[src/rtl/srm_pkg.sv]
package srm_pkg;

  typedef enum logic [2:0] {
    ST_INIT = 3'd0,  // waiting for device initialization
    ST_IDLE = 3'd1,  // normal operation, accesses granted
    ST_ARF  = 3'd2,  // auto-refresh command cycle
    ST_RFC  = 3'd3,  // refresh recovery window
    ST_SRE  = 3'd4,  // self-refresh entry cycle
    ST_SR   = 3'd5,  // in self-refresh, clock-enable low
    ST_XSR  = 3'd6   // exit recovery, NOPs only
  } srm_state_e;

endpackage

[src/rtl/srm_interval_timer.sv]
module srm_interval_timer #(
  parameter int unsigned INTERVAL = 64
) (
  input  logic clk,
  input  logic rst_n,
  input  logic en,
  input  logic clr,
  output logic tick
);

  localparam int unsigned TW = (INTERVAL > 2) ? $clog2(INTERVAL) : 1;
  localparam logic [TW-1:0] LAST = TW'(INTERVAL - 1);

  logic [TW-1:0] cnt_q;

  always_ff @(posedge clk or negedge rst_n) begin
    if (!rst_n) begin
      cnt_q <= '0;
    end else if (clr) begin
      cnt_q <= '0;
    end else if (en) begin
      if (cnt_q == LAST) cnt_q <= '0;
      else               cnt_q <= cnt_q + 1'b1;
    end
  end

  // One cycle per elapsed interval
  assign tick = en && !clr && (cnt_q == LAST);

endmodule

[src/rtl/srm_wait_ctr.sv]
module srm_wait_ctr #(
  parameter int unsigned WIDTH = 4
) (
  input  logic             clk,
  input  logic             rst_n,
  input  logic             load,
  input  logic [WIDTH-1:0] load_val,
  output logic             zero
);

  logic [WIDTH-1:0] cnt_q;

  always_ff @(posedge clk or negedge rst_n) begin
    if (!rst_n) begin
      cnt_q <= '0;
    end else if (load) begin
      cnt_q <= load_val;
    end else if (cnt_q != '0) begin
      cnt_q <= cnt_q - 1'b1;
    end
  end

  assign zero = (cnt_q == '0);

endmodule

[src/rtl/srm_ctrl_fsm.sv]
module srm_ctrl_fsm
  import srm_pkg::*;
#(
  parameter int unsigned T_RFC  = 6,
  parameter int unsigned T_XSR  = 10,
  parameter int unsigned WAIT_W = 4
) (
  input  logic              clk,
  input  logic              rst_n,
  input  logic              init_done,
  input  logic              sleep_req,
  input  logic              wake_req,
  input  logic              bus_idle,
  input  logic              tick,
  input  logic              wait_zero,
  output logic              wait_load,
  output logic [WAIT_W-1:0] wait_val,
  output logic              timer_en,
  output logic              timer_clr,
  output logic              ref_cmd,
  output logic              cke,
  output logic              access_ok
);

  localparam logic [WAIT_W-1:0] RFC_LOAD = WAIT_W'(T_RFC - 1);
  localparam logic [WAIT_W-1:0] XSR_LOAD = WAIT_W'(T_XSR - 1);

  srm_state_e state_q, state_d;
  logic       pending_q, pending_d;
  logic       ref_due;

  assign ref_due = tick || pending_q;

  always_comb begin
    state_d   = state_q;
    wait_load = 1'b0;
    wait_val  = RFC_LOAD;
    unique case (state_q)
      ST_INIT: if (init_done) state_d = ST_IDLE;
      ST_IDLE: begin
        // an owed refresh always goes out before self-refresh entry
        if (ref_due)                    state_d = ST_ARF;
        else if (sleep_req && bus_idle) state_d = ST_SRE;
      end
      ST_ARF: begin
        wait_load = 1'b1;
        wait_val  = RFC_LOAD;
        state_d   = ST_RFC;
      end
      ST_RFC:  if (wait_zero) state_d = ST_IDLE;
      ST_SRE:  state_d = ST_SR;
      ST_SR: begin
        if (wake_req) begin
          wait_load = 1'b1;
          wait_val  = XSR_LOAD;
          state_d   = ST_XSR;
        end
      end
      ST_XSR:  if (wait_zero) state_d = ST_ARF;
      default: state_d = ST_INIT;
    endcase
  end

  always_comb begin
    pending_d = pending_q;
    if (state_q inside {ST_ARF, ST_SRE, ST_SR, ST_XSR}) pending_d = 1'b0;
    if (tick) pending_d = 1'b1;
  end

  always_ff @(posedge clk or negedge rst_n) begin
    if (!rst_n) begin
      state_q   <= ST_INIT;
      pending_q <= 1'b0;
    end else begin
      state_q   <= state_d;
      pending_q <= pending_d;
    end
  end

  assign timer_en  = state_q inside {ST_IDLE, ST_ARF, ST_RFC};
  assign timer_clr = state_q inside {ST_INIT, ST_SRE, ST_SR, ST_XSR};
  assign ref_cmd   = state_q inside {ST_ARF, ST_SRE};
  assign cke       = !(state_q inside {ST_SRE, ST_SR});
  assign access_ok = (state_q == ST_IDLE);

endmodule

[src/rtl/dram_refresh_sr_mgr.sv]
module dram_refresh_sr_mgr #(
  parameter int unsigned RETENTION_CYC = 8192,
  parameter int unsigned ROW_COUNT     = 128,
  parameter int unsigned T_RFC         = 6,
  parameter int unsigned T_XSR         = 10
) (
  input  logic clk,
  input  logic rst_n,
  input  logic init_done_i,
  input  logic sleep_req_i,
  input  logic wake_req_i,
  input  logic bus_idle_i,
  output logic ref_cmd_o,
  output logic cke_o,
  output logic access_ok_o
);

  localparam int unsigned INTERVAL = RETENTION_CYC / ROW_COUNT;
  localparam int unsigned WAIT_MAX = (T_RFC > T_XSR) ? T_RFC : T_XSR;
  localparam int unsigned WAIT_W   = $clog2(WAIT_MAX + 1);

  logic              tick;
  logic              timer_en, timer_clr;
  logic              wait_load, wait_zero;
  logic [WAIT_W-1:0] wait_val;

  srm_interval_timer #(.INTERVAL(INTERVAL)) u_timer (
    .clk   (clk),
    .rst_n (rst_n),
    .en    (timer_en),
    .clr   (timer_clr),
    .tick  (tick)
  );

  srm_wait_ctr #(.WIDTH(WAIT_W)) u_wait (
    .clk      (clk),
    .rst_n    (rst_n),
    .load     (wait_load),
    .load_val (wait_val),
    .zero     (wait_zero)
  );

  srm_ctrl_fsm #(.T_RFC(T_RFC), .T_XSR(T_XSR), .WAIT_W(WAIT_W)) u_fsm (
    .clk       (clk),
    .rst_n     (rst_n),
    .init_done (init_done_i),
    .sleep_req (sleep_req_i),
    .wake_req  (wake_req_i),
    .bus_idle  (bus_idle_i),
    .tick      (tick),
    .wait_zero (wait_zero),
    .wait_load (wait_load),
    .wait_val  (wait_val),
    .timer_en  (timer_en),
    .timer_clr (timer_clr),
    .ref_cmd   (ref_cmd_o),
    .cke       (cke_o),
    .access_ok (access_ok_o)
  );

endmodule

[config.mk]
export PLATFORM = sky130hd
export DESIGN_NAME = dram_refresh_sr_mgr
export DESIGN_NICKNAME = d
export VERILOG_FILES = /design/src/rtl/srm_pkg.sv /design/src/rtl/srm_interval_timer.sv /design/src/rtl/srm_wait_ctr.sv /design/src/rtl/srm_ctrl_fsm.sv /design/src/rtl/dram_refresh_sr_mgr.sv
export SDC_FILE = /design/constraint.sdc
export NUM_CORES = 1
export LEC_CHECK = 0
export BUFFER_PORTS_ARGS = -buffer_cell sky130_fd_sc_hd__clkbuf_2
export CAP_MARGIN = 25
export CORE_ASPECT_RATIO = 0.8
export CORE_UTILIZATION = 38
export DETAILED_ROUTE_END_ITERATION = 10
export SYNTH_ARGS = -nofsm -noshare
export SYNTH_HDL_FRONTEND = slang
export SYNTH_HIERARCHICAL = 1
export SYNTH_SLANG_ARGS = --single-unit
[constraint.sdc]
create_clock -name clk -period 2.5 [get_ports clk]
set_input_delay 0.375 -clock clk [delete_from_list [all_inputs] [get_ports clk]]
set_output_delay 0.375 -clock clk [all_outputs]
set_load 0.05 [all_outputs]
==> results.md, run 1 <==
* DR vias at 660
* # IOs at 9
* Largest family of logic cells by synthesized area: simple AND/OR/NAND/NOR gates
* Initial antenna violation count at 0
* Hold wc startpoint: bus_idle_i
* Worst ir drop on vdd at 0.000743 V
* Reg power frac at 0.375
* Layout cells sized above 1 at 0.214
* Ant diodes at 0
* Arrival time worst endpoint at 2.18 ns
* PwrDens at around 1300 mW/mm^2
* Synth Area in XOR/XNOR at 0.0298
* Final Cell Area at 943 um^2
* DRT Pass-1 Iters at 4
* Mapped Area at 882 um^2
* Sw frac at 0.455
* Grt ovf at 0
* WL met2 at 661 um
* Initial Utilization at 0.405
* Synth Instances at 97
* Worst-path maximum fanout at 14
* Initial detailed-routing violation count at 26
* Fmax achieved at 504 MHz
* Clock Power Share at 0.104
* Met1 wire length at 831 um
* Highest Signal Layer: met4
* Crit share post-route at 0.794
* Combinational Power Share at 0.521
* P_int at 0.656 mW
* Area of the core at 0.00218 mm^2
* Synthesized flop and latch total at 14
* Final count of hold timing violations at 0
* Worst EP required at 2.70 ns
* Port bufs at 8
* Unique masters post-synth at 40
* Worst setup SP type: register
* Status: complete, no violations
* FF-to-FF End: u_fsm/state_q[1]$_DFFE_PN0P_
* Total Wirelength at 1.58 mm
* Worst-margin pin slew at 0.817 ns
* Post-synth EDFFs at 0
* Worst R2R Start: u_fsm/state_q[1]$_DFFE_PN0P_
* Worst rel slew slack at 0.450
* First-pass GRT wire length at 2.67 mm
* Register-to-register setup slack at 0.52 ns
* Period minus WS final at 1.98 ns
* Yosys warns at 6
* R2R cell count at 9
* Cell Area, Placed at a little over 900 um^2
* H-tree depth at 1
* Post-synth ARST share at 1.00
* Net Count, Synth at 105
* Die H at 45.1 um
* Hold path cells at 3
* Total global-route track usage at 0.141
* Crit. End Element: register
* # rows at 15
* Cell leakage power at 0.433 nW
* Largest net degree at the start of global routing at 15
* Footprint of the multi-input gates at about 460 um^2
* Synth top area share at 0.397
* CTS tree: yes
* Adder-Cell Fraction of Synth Area at 0.0284
* Num CTS Buffers at 3
* Drc violations at 0
* Clk sink count at 14
* Clk pin slew, worst setup/hold paths at 0.08 ns
* Post-synth top flop: dfrtp_1
* Hold endpoint: u_fsm/state_q[2]$_DFFE_PN0P_
* Min-Delay Path Class: in2reg
* Worst Slack Setup Final at 0.516 ns
* Layout Skew at 0.00622 ns
* DR WL/cell at 12.4 um
* Psw at 0.547 mW
* Clk Tree Root Cell: clkbuf_4
* Simple-gate share of the synthesized area at 0.268
* Gpl congestion at around 0.7
* Chip width at 55.9 um
* Worst-Skew Late Latency at 0.27 ns
* Mux cell area share after synthesis at 0.0468
* Fin. max-slew vios at 0
* Dpl ws at 0.550 ns
* Setup violators final at 0
* Die area at 0.00252 mm^2
* RSZ-0062 raised after global routing: no
* Synth Area in Compound Gates at 0.135
* Setup tns final at 0 ns
* Synth Area per Inst at 9.09 um^2
* Final net count at ~110
* Vias per inst at 5.16
* WS Path Type: reg2reg
* Leading post-synthesis cells by cell area: dfrtp_1 40%, nand2_1 4.3%, mux2i_1 3.4%, nor2_1 3.0%, ha_1 2.8%
* Max-cap viol count at 0
* Sequential fraction of the synthesis area at 0.397
* # fillers at 218
* Area delta synth->final at 6.95%
* Longest Clk Path Bufs at 2
* Dpl hpwl at between 1 and 1.5 mm
* Routed wl met3 at around 79 um
* Largest area contributor in the netlist: dfrtp_1
* Post-route ant nets at 0
* FF+latch area at 350 um^2
* Number of global-route vias before repair at around 590
## cell usage in the layout (no fill, tap or decap), drive strengths merged
master	Yosys	routed
and2b	1	1
a21o	2	2
xnor2	1	1
nand3	6	6
a21oi	2	2
o211ai	1	1
dlygate4sd3	0	1
a221o	1	1
ha	2	2
xor2	2	2
or2b	2	2
nand2b	2	2
nor2b	1	1
nand2	10	10
a211oi	1	1
a31oi	2	2
nand3b	1	1
or3	1	1
nand4	3	3
mux2	1	1
conb	2	2
or2	1	1
buf	6	2
o31a	1	1
mux2i	3	3
nor2	7	7
a31o	1	1
nor3	3	3
a22oi	1	1
o21ai	5	5
nor3b	4	4
dfrtp	14	14
inv	5	5
clkbuf	2	11
## metrics by stage
stage	instances	hold WS [ns]	util	total power, mW
floorplan	97	0.0794	-	0.982
global placement	124	0.306	0.418	1.06
detailed placement	124	0.312	0.418	1.08
CTS	128	0.321	0.433	1.21
global route	128	0.328	0.433	1.32
finish	128	0.329	0.433	1.20
## logic make-up after synthesis
| group | Yosys count |
|---|---|
| DFF | 14 |
| buffers and inverters | 13 |
| xor gates and xnor gates | 3 |
| AOI/OAI and AO/OA | 17 |
| and+or+nand+nor | 42 |
| other | 2 |
| muxes | 4 |
| adders and majority gates | 2 |
## routing by layer
metal / up-vias / GRT usage
met5: - / 0
met4: 0 / 0.0439
met3: 2 / 0.0573
met2: 11 / 0.205
met1: 302 / 0.193
li1: 345 / -
## synth_stat cells (2+ instances only)
cell type	n
nand4_1	3
mux2i_1	3
o21ai_0	4
dfrtp_1	14
buf_4	3
xor2_1	2
nor2_1	7
or2b_1	2
nand2_1	10
inv_1	4
nand3_1	5
buf_6	2
clkbuf_1	2
nand2b_1	2
conb_1	2
nor3b_1	3
nor3_1	3
a31oi_1	2
a21oi_1	2
ha_1	2
## final cells by class
type | count | area share
flip-flops and latches | 14 | 0.371
repair buffers | 11 | 0.0690
well taps | 25 | 0.0332
multi-input cells | 70 | 0.483
clock buffers | 3 | 0.0239
inverters | 5 | 0.0199
## flip-flops by register name (all words and copies together) (netlist names)
register	count
u_fsm/pending_q	1
u_fsm/state_q	3
u_timer/cnt_q	6
u_wait/cnt_q	4
## how the worst max path moves through the flow
stage | end | startpoint | cells after the start
after floorplan | ref_cmd_o | u_fsm/state_q[1]$_DFFE_PN0P_ | 3
after global placement | u_fsm/state_q[1]$_DFFE_PN0P_ | u_fsm/state_q[1]$_DFFE_PN0P_ | 9
after detailed placement | u_fsm/state_q[1]$_DFFE_PN0P_ | u_fsm/state_q[1]$_DFFE_PN0P_ | 9
after CTS | u_fsm/state_q[1]$_DFFE_PN0P_ | u_fsm/state_q[1]$_DFFE_PN0P_ | 9
after global routing | u_fsm/state_q[1]$_DFFE_PN0P_ | u_fsm/state_q[1]$_DFFE_PN0P_ | 9
final | u_fsm/state_q[1]$_DFFE_PN0P_ | u_fsm/state_q[1]$_DFFE_PN0P_ | 9
## worst max-delay path, cell delays in order, from the launching register on
cell and delay, ns:
dfrtp_1 0.55, nor2_1 0.07, nor2_1 0.10, buf_4 0.17, a21oi_1 0.05, buf_4 0.18, nor3b_1 0.26, nor2_1 0.12
o31a_1 0.26, o211ai_2 0.14
## power by group through the flow
stage,Combinational [mW],Clock (mW),Sequential (mW)
final,0.627,0.125,0.451
after global routing,0.701,0.144,0.476
after global placement,0.613,0,0.451
after detailed placement,0.627,0,0.455
after floorplan,0.591,0,0.390
after CTS,0.630,0.133,0.451
## what timing repair did
action                                 in CTS  in global routing
buffers inserted                            0                  0
hold buffers                                1                  0
gates resized for setup                     0                  0
endpoints found under the hold margin       4                  0
Power figures use the tool's default switching activity.
==> inputs of run 2 (changes only) <==
--- a/config.mk
+++ b/config.mk
@@ -5,6 +5,7 @@
 export SDC_FILE = /design/constraint.sdc
 export NUM_CORES = 1
 export LEC_CHECK = 0
+export ABC_AREA = 1
 export BUFFER_PORTS_ARGS = -buffer_cell sky130_fd_sc_hd__clkbuf_2
 export CAP_MARGIN = 25
 export CORE_ASPECT_RATIO = 0.8
==> constraint.sdc (replaced) <==
create_clock -name clk -period 1.75 [get_ports clk]
set_input_delay 0.2625 -clock clk [delete_from_list [all_inputs] [get_ports clk]]
set_output_delay 0.2625 -clock clk [all_outputs]
set_load 0.05 [all_outputs]
==> results.md, run 2 <==
* Slowest stage delay, CP at 0.40 ns (-0.15 ns)
* Period minus WS final at 1.66 ns
* Combinational Power Share at 0.653 (+0.132)
* Chip width at 60.0 um (+7.4%)
* Synthesized flop and latch total at 14 (unchanged)
* Drc violations at 0 (unchanged)
* Post-synth top flop: dfrtp_1
* Worst-path maximum fanout at 7 (-7)
* Post-synth EDFFs at 0 (unchanged)
* Psw at 1.08 mW (+97%)
* Crit share post-route at 0.948
* Yosys warns at 6 (unchanged)
* Dpl ws at 0.0678 ns (-0.482 ns)
* Largest area contributor in the netlist: dfrtp_1
* Crit path max-delay family: buffers and inverters
* Footprint of the multi-input gates at 586 um^2 (+29%)
* Worst Slack Setup Final at 0.0902 ns (-0.426 ns)
* Initial Utilization at 0.409 (+0.00383)
* Layout Skew at 0.00528 ns (-0.000945 ns)
* Min-Delay Path Class: in2reg
* Reg power frac at 0.238 (-0.137)
* Arrival time worst endpoint at 1.40 ns (-0.78 ns)
* Unique masters post-synth at 23 (-43%)
* Synth Area in XOR/XNOR at 0.0171 (-0.0127)
* Commonest cells after routing, fill and taps aside: 48 x nand2_1, 16 x inv_1, 14 x dfrtp_1
* Slowest CP cell: dfrtp_1
* # IOs at 9 (unchanged)
* Sw frac at 0.498 (+0.0430)
* P_int at 1.09 mW (+66%)
* Layout cells sized above 1 at 0.273 (+0.0597)
* Max FFs per register at 6 (unchanged)
* Status: complete, no violations
* Most frequent cell after synthesis: nand2_1
* Initial detailed-routing violation count at 53 (+100%)
* Cell Area, Placed at 0.00111 mm^2 (+22%)
* Die H at 48.4 um (+7.4%)
* Synth cell count leaders: 51 x nand2_1, 17 x inv_1, 14 x dfrtp_1
* Port bufs at 8 (unchanged)
* Cell leakage power at 0.634 nW (+46%)
* Clk sink count at 14 (unchanged)
* Worst ir drop on vdd at 0.000800 V (+7.7%)
* Worst setup SP type: register
* CP Launch Point: u_fsm/state_q[1]$_DFFE_PN0P_
* Largest Register: u_timer/cnt_q
* Post-route ant nets at 0 (unchanged)
* Synth top area share at 0.342 (-0.0549)
* Ant diodes at 0 (unchanged)
* Fmax achieved at 602 MHz
* Worst R2R Start: u_fsm/state_q[1]$_DFFE_PN0P_
* Grt ovf at 0 (unchanged)
* Longest Clk Path Bufs at 2 (unchanged)
* Adder-Cell Fraction of Synth Area at 0.0244 (-0.00392)
* Largest net degree at the start of global routing at 15 (unchanged)
* Worst-Skew Late Latency at 0.28 ns (about the same)
* Mapped Area at 0.00102 mm^2 (+16%)
* Total Wirelength at 1.93 mm (+22%)
* FF+latch area at 350 um^2 (unchanged)
* Final Cell Area at 0.00120 mm^2 (+28%)
* Area delta synth->final at 17.7%
* # rows at 16 (+1)
* Clk Tree Root Cell: clkbuf_4
* DRT Pass-1 Iters at 4 (unchanged)
* Final count of hold timing violations at 0 (unchanged)
* H-tree depth at 1 (unchanged)
* Synth Area per Inst at 7.01 um^2 (-23%)
* Number of global-route vias before repair at 800 (+36%)
* Total global-route track usage at 0.155 (+0.0142)
* WP buf/inv at 3 (+1)
* Setup violators final at 0 (unchanged)
* Dpl hpwl at 1.51 mm (+33%)
* Post-synth ARST share at 1.00 (unchanged)
* Clk pin slew, worst setup/hold paths at 0.09 ns (about the same)
* Synth Area in Compound Gates at 0.0660 (-0.0687)
* DR vias at 895 (+36%)
* Fin. max-slew vios at 0 (unchanged)
* Simple-gate share of the synthesized area at 0.421 (+0.152)
* Mux cell area share after synthesis at 0 (-0.0468)
* Max-cap viol count at 0 (unchanged)
* DR WL/cell at 9.79 um (-21%)
* Synth Instances at 146 (+51%)
* Largest regs: u_timer/cnt_q (6), u_wait/cnt_q (4), u_fsm/state_q (3)
* Worst-path cell chain: buf_4 > inv_2 > nand2_1 > nor2_1 > clkbuf_2
* Most common cell after layout, fill and taps aside: nand2_1
* Clock Power Share at 0.109 (+0.005)
* First-pass GRT wire length at 3.51 mm (+31%)
* Largest family of logic cells by synthesized area: simple AND/OR/NAND/NOR gates
* Final net count at 170 (+50%)
* Initial antenna violation count at 0 (unchanged)
* Area of the core at 0.00250 mm^2 (+15%)
* Num CTS Buffers at 3 (unchanged)
* Die area at 0.00291 mm^2 (+15%)
* Crit. End Element: primary output
* WS Path Type: reg2out
* PwrDens at 1800 mW/mm^2 (+41%)
* Leading post-synthesis cells by cell area: dfrtp_1 34%, nand2_1 19%, inv_1 6.2%, nor2_1 4.8%, nand3_2 3.9%
* Hold wc startpoint: wake_req_i
* Gpl congestion at 0.915 (+30%)
* Sequential fraction of the synthesis area at 0.342 (-0.0549)
* Vias per inst at 4.54 (-12%)
* CTS tree: yes
* # fillers at 264 (+21%)
* Worst EP required at 1.49 ns (-1.21 ns)
* Net Count, Synth at 154 (+47%)
[run 2: changes by cell type in the layout (fill, tap and decap cells not counted), moves of 3 or more]
cell	previous run	this run
nor2_2	0	8
nor3b_1	3	0
nor2_1	7	10
nand3_2	1	4
o21ai_0	4	8
inv_1	4	16
buf_4	2	7
nand2_2	0	6
nor3_1	3	0
mux2i_1	3	0
nand2_1	10	48
[run 2: metal layers]
layer  GRT usage  vias to the layer above  wire, um
met1       0.245                      401      1030
met4      0.0116                        0         0
met5           0                        -         0
met2       0.213                       16       806
met3      0.0481                        0        89
li1            -                      478         -
[run 2: layout make-up]
cell class,count,share of cell area
inverter,19,0.0633
timing repair buffer,16,0.0924
clock buffer,4,0.0301
sequential,14,0.291
tap,36,0.0374
multi-input combinational,108,0.486
[run 2: what timing repair did]
item,CTS,global route
resized for setup,2,9
endpoints found under the hold margin,14,0
hold buffers,1,0
buffers inserted,0,2
setup endpoints to repair,1,5
pin swaps,0,5
[run 2: worst reg2reg max path: cells and delay by family, from the launching register on]
kind / cells / cell delay, ns
compound gates: 1 / 0.10
buf+inv: 2 / 0.29
flops: 1 / 0.37
simple gates: 9 / 0.73
[run 2: metrics by stage]
| stage | total power, mW | instances | hold slack (ns) | utilization | TNS [ns] |
|---|---|---|---|---|---|
| 6_report | 2.17 | 197 | 0.340 | 0.482 | 0 |
| 5_1_grt | 2.41 | 197 | 0.360 | 0.482 | -0.00187 |
| 4_1_cts | 2.09 | 195 | 0.332 | 0.465 | 0 |
| 3_5_place_dp | 1.82 | 190 | 0.195 | 0.443 | 0 |
| 3_3_place_gp | 1.82 | 190 | 0.190 | 0.443 | 0 |
| 2_1_floorplan | 1.59 | 146 | -0.0331 | - | 0 |
[run 2: final timing paths]
check | end | slack (ns) | cells past startpoint
hold reg to reg | u_timer/cnt_q[5]$_DFFE_PN0P_ | 0.53 | 2
hold / removal | u_wait/cnt_q[3]$_DFFE_PN0P_ | 0.34 | 5
setup reg to reg | u_fsm/state_q[2]$_DFFE_PN0P_ | 0.16 | 12
min in group asynchronous | u_timer/cnt_q[3]$_DFFE_PN0P_ | 0.41 | 2
max in group asynchronous | u_wait/cnt_q[3]$_DFFE_PN0P_ | 1.07 | 2
setup / recovery | access_ok_o | 0.09 | 5
[run 2: logic make-up (layout without fill, tap and decap cells)]
family | Yosys count | after routing
other cells | 2 | 2
simple gates | 89 | 89
flops | 14 | 14
fa+ha+maj | 2 | 2
xor+xnor | 2 | 2
buf+inv | 24 | 39
compound gates | 13 | 13
[run 2: power groups by stage]
stage               Sequential [mW]  Clock (mW)  Combinational [mW]
finish                        0.517       0.237                1.42
global route                  0.529       0.267                1.61
CTS                           0.514       0.246                1.33
detailed placement            0.520           0                1.30
global placement              0.516           0                1.30
floorplan                     0.496           0                1.10
==> inputs of run 3 (changes only) <==
--- a/config.mk
+++ b/config.mk
@@ -6,11 +6,13 @@
 export NUM_CORES = 1
 export LEC_CHECK = 0
 export ABC_AREA = 1
+export ABC_CLOCK_PERIOD_IN_PS = 1750
 export BUFFER_PORTS_ARGS = -buffer_cell sky130_fd_sc_hd__clkbuf_2
 export CAP_MARGIN = 25
 export CORE_ASPECT_RATIO = 0.8
 export CORE_UTILIZATION = 38
 export DETAILED_ROUTE_END_ITERATION = 10
+export MAX_ROUTING_LAYER = met4
 export SYNTH_ARGS = -nofsm -noshare
 export SYNTH_HDL_FRONTEND = slang
 export SYNTH_HIERARCHICAL = 1
==> results.md, run 3 (same netlist as run 2, synthesis figures left out) <==
* Crit. End Element: primary output
* DR WL/cell at 9.85 um (+0.57%)
* Area of the core at 0.00250 mm^2 (unchanged)
* Largest Register: u_timer/cnt_q
* Worst-path cell chain: buf_4 > inv_2 > nand2_1 > nor2_1 > clkbuf_2
* First-pass GRT wire length at 3.51 mm (unchanged)
* H-tree depth at 1 (unchanged)
* Layout Skew at 0.00639 ns (+0.00112 ns)
* Initial Utilization at 0.409 (unchanged)
* Number of global-route vias before repair at 802 (+0.25%)
* Chip width at 60.0 um (unchanged)
* Post-route ant nets at 0 (unchanged)
* Worst ir drop on vdd at 0.000801 V (about the same)
* PwrDens at 1800 mW/mm^2 (about the same)
* Vias per inst at 4.55 (+0.11%)
* Psw at 1.08 mW (+0.16%)
* Max FFs per register at 6 (unchanged)
* Final net count at 170 (unchanged)
* Max-cap viol count at 0 (unchanged)
* P_int at 1.09 mW (unchanged)
* Worst R2R Start: u_fsm/state_q[1]$_DFFE_PN0P_
* Slowest CP cell: dfrtp_1
* Layout cells sized above 1 at 0.273 (unchanged)
* Overall power at 2.17 mW (about the same)
* Ant diodes at 0 (unchanged)
* Worst EP required at 1.49 ns (about the same)
* Most common cell after layout, fill and taps aside: nand2_1
* Reg power frac at 0.238 (about the same)
* Clock Power Share at 0.109 (about the same)
* Port bufs at 8 (unchanged)
* Final count of hold timing violations at 0 (unchanged)
* CTS tree: yes
* Clk Tree Root Cell: clkbuf_4
* Drc violations at 0 (unchanged)
* Cell leakage power at 0.634 nW (unchanged)
* Die area at 0.00291 mm^2 (unchanged)
* Routed wl met3 at 92 um (+3.4%)
* CP Launch Point: u_fsm/state_q[1]$_DFFE_PN0P_
* Hold wc startpoint: wake_req_i
* Grt ovf at 0 (unchanged)
* Longest Clk Path Bufs at 2 (unchanged)
* Num CTS Buffers at 3 (unchanged)
* Dpl hpwl at 1.51 mm (unchanged)
* Initial antenna violation count at 0 (unchanged)
* Fmax achieved at 602 MHz (about the same)
* Clk sink count at 14 (unchanged)
* Sw frac at 0.498 (about the same)
* Slowest stage delay, CP at 0.40 ns (about the same)
* Worst-Skew Late Latency at 0.28 ns (about the same)
* # rows at 16 (unchanged)
* Worst-path maximum fanout at 7 (unchanged)
* Min-Delay Path Class: in2reg
* Status: complete, no violations
* Area delta synth->final at 17.7% (unchanged)
* Setup violators final at 0 (unchanged)
* Setup tns final at 0 ns (unchanged)
* Largest net degree at the start of global routing at 15 (unchanged)
* WL met2 at 806 um (unchanged)
* Clk pin slew, worst setup/hold paths at 0.09 ns (about the same)
* Largest regs: u_timer/cnt_q (6), u_wait/cnt_q (4), u_fsm/state_q (3)
* Worst setup SP type: register
* Die H at 48.4 um (unchanged)
* Arrival time worst endpoint at 1.40 ns (about the same)
* Crit share post-route at 0.949 (about the same)
* Combinational Power Share at 0.652 (about the same)
* # IOs at 9 (unchanged)
* DRT Pass-1 Iters at 4 (unchanged)
* Period minus WS final at 1.66 ns (+0.00163 ns)
* Total Wirelength at 1.94 mm (+0.57%)
* Gpl congestion at 0.931 (+1.7%)
* Total global-route track usage at 0.159 (+0.00431)
* Highest Signal Layer: met3
* WS Path Type: reg2out
* Fin. max-slew vios at 0 (unchanged)
* Post-layout util at 0.482 (unchanged)
* Met1 wire length at 1.04 mm (+0.77%)
* Commonest cells after routing, fill and taps aside: 48 x nand2_1, 16 x inv_1, 14 x dfrtp_1
* DR vias at 896 (+0.11%)
* Initial detailed-routing violation count at 42 (-21%)
==> run 3: cell counts in the layout (fill, tap and decap cells not counted) <==
No cell type changed its count.
==> run 3: power by group through the flow <==
stage	Combinational, mW	Sequential, mW	Clock, mW
5_1_grt	1.61	0.529	0.267
3_3_place_gp	1.30	0.516	0
4_1_cts	1.33	0.514	0.246
3_5_place_dp	1.30	0.520	0
2_1_floorplan	1.10	0.496	0
6_report	1.42	0.518	0.238
==> run 3: critical path, delay by kind of cell, from the launching register on <==
kind	cells	cell delay [ns]
flip-flops	1	0.40
AND/OR/NAND/NOR	2	0.17
buffers and inverters	3	0.56
==> run 3: area by class of cell <==
type,count,area [um^2]
clock buffer,4,36.3
fill,264,1300
inverter,19,76.3
multi-input combinational,108,586
sequential,14,350
tap,36,45.0
timing repair buffer,16,111
==> run 3: per-layer routing <==
metal / vias up / track usage
met2: 18 / 0.213
met3: 0 / 0.0481
met5: - / -
met4: 0 / 0.0116
met1: 400 / 0.245
li1: 478 / -
==> run 3: worst paths after layout <==
| path | end | depth (start not counted) | slack [ns] |
|---|---|---|---|
| max in group asynchronous | u_wait/cnt_q[3]$_DFFE_PN0P_ | 2 | 1.07 |
| worst max-delay path | access_ok_o | 5 | 0.09 |
| worst min-delay path | u_wait/cnt_q[3]$_DFFE_PN0P_ | 5 | 0.34 |
| worst min register to register | u_timer/cnt_q[5]$_DFFE_PN0P_ | 2 | 0.53 |
| min in group asynchronous | u_timer/cnt_q[3]$_DFFE_PN0P_ | 2 | 0.41 |
| worst max register to register | u_fsm/state_q[2]$_DFFE_PN0P_ | 12 | 0.16 |
==> run 3: repair_timing <==
| action | in CTS | in global routing |
|---|---|---|
| buffers inserted | 0 | 2 |
| hold buffers | 1 | 0 |
| endpoints found under the hold margin | 14 | 0 |
| pin swaps | 0 | 5 |
| setup endpoints to repair | 1 | 5 |
| resized for setup | 2 | 9 |
==> run 3: metrics by stage <==
| step | std cells | cell area [um^2] | setup slack, ns | hold WS [ns] |
|---|---|---|---|---|
| floorplan | 146 | 1030 | 0.0364 | -0.0331 |
| global placement | 190 | 1110 | 0.0982 | 0.190 |
| detailed placement | 190 | 1110 | 0.0678 | 0.195 |
| CTS | 195 | 1160 | 0.00795 | 0.332 |
| global route | 197 | 1200 | -0.00187 | 0.360 |
| finish | 197 | 1200 | 0.0886 | 0.340 |
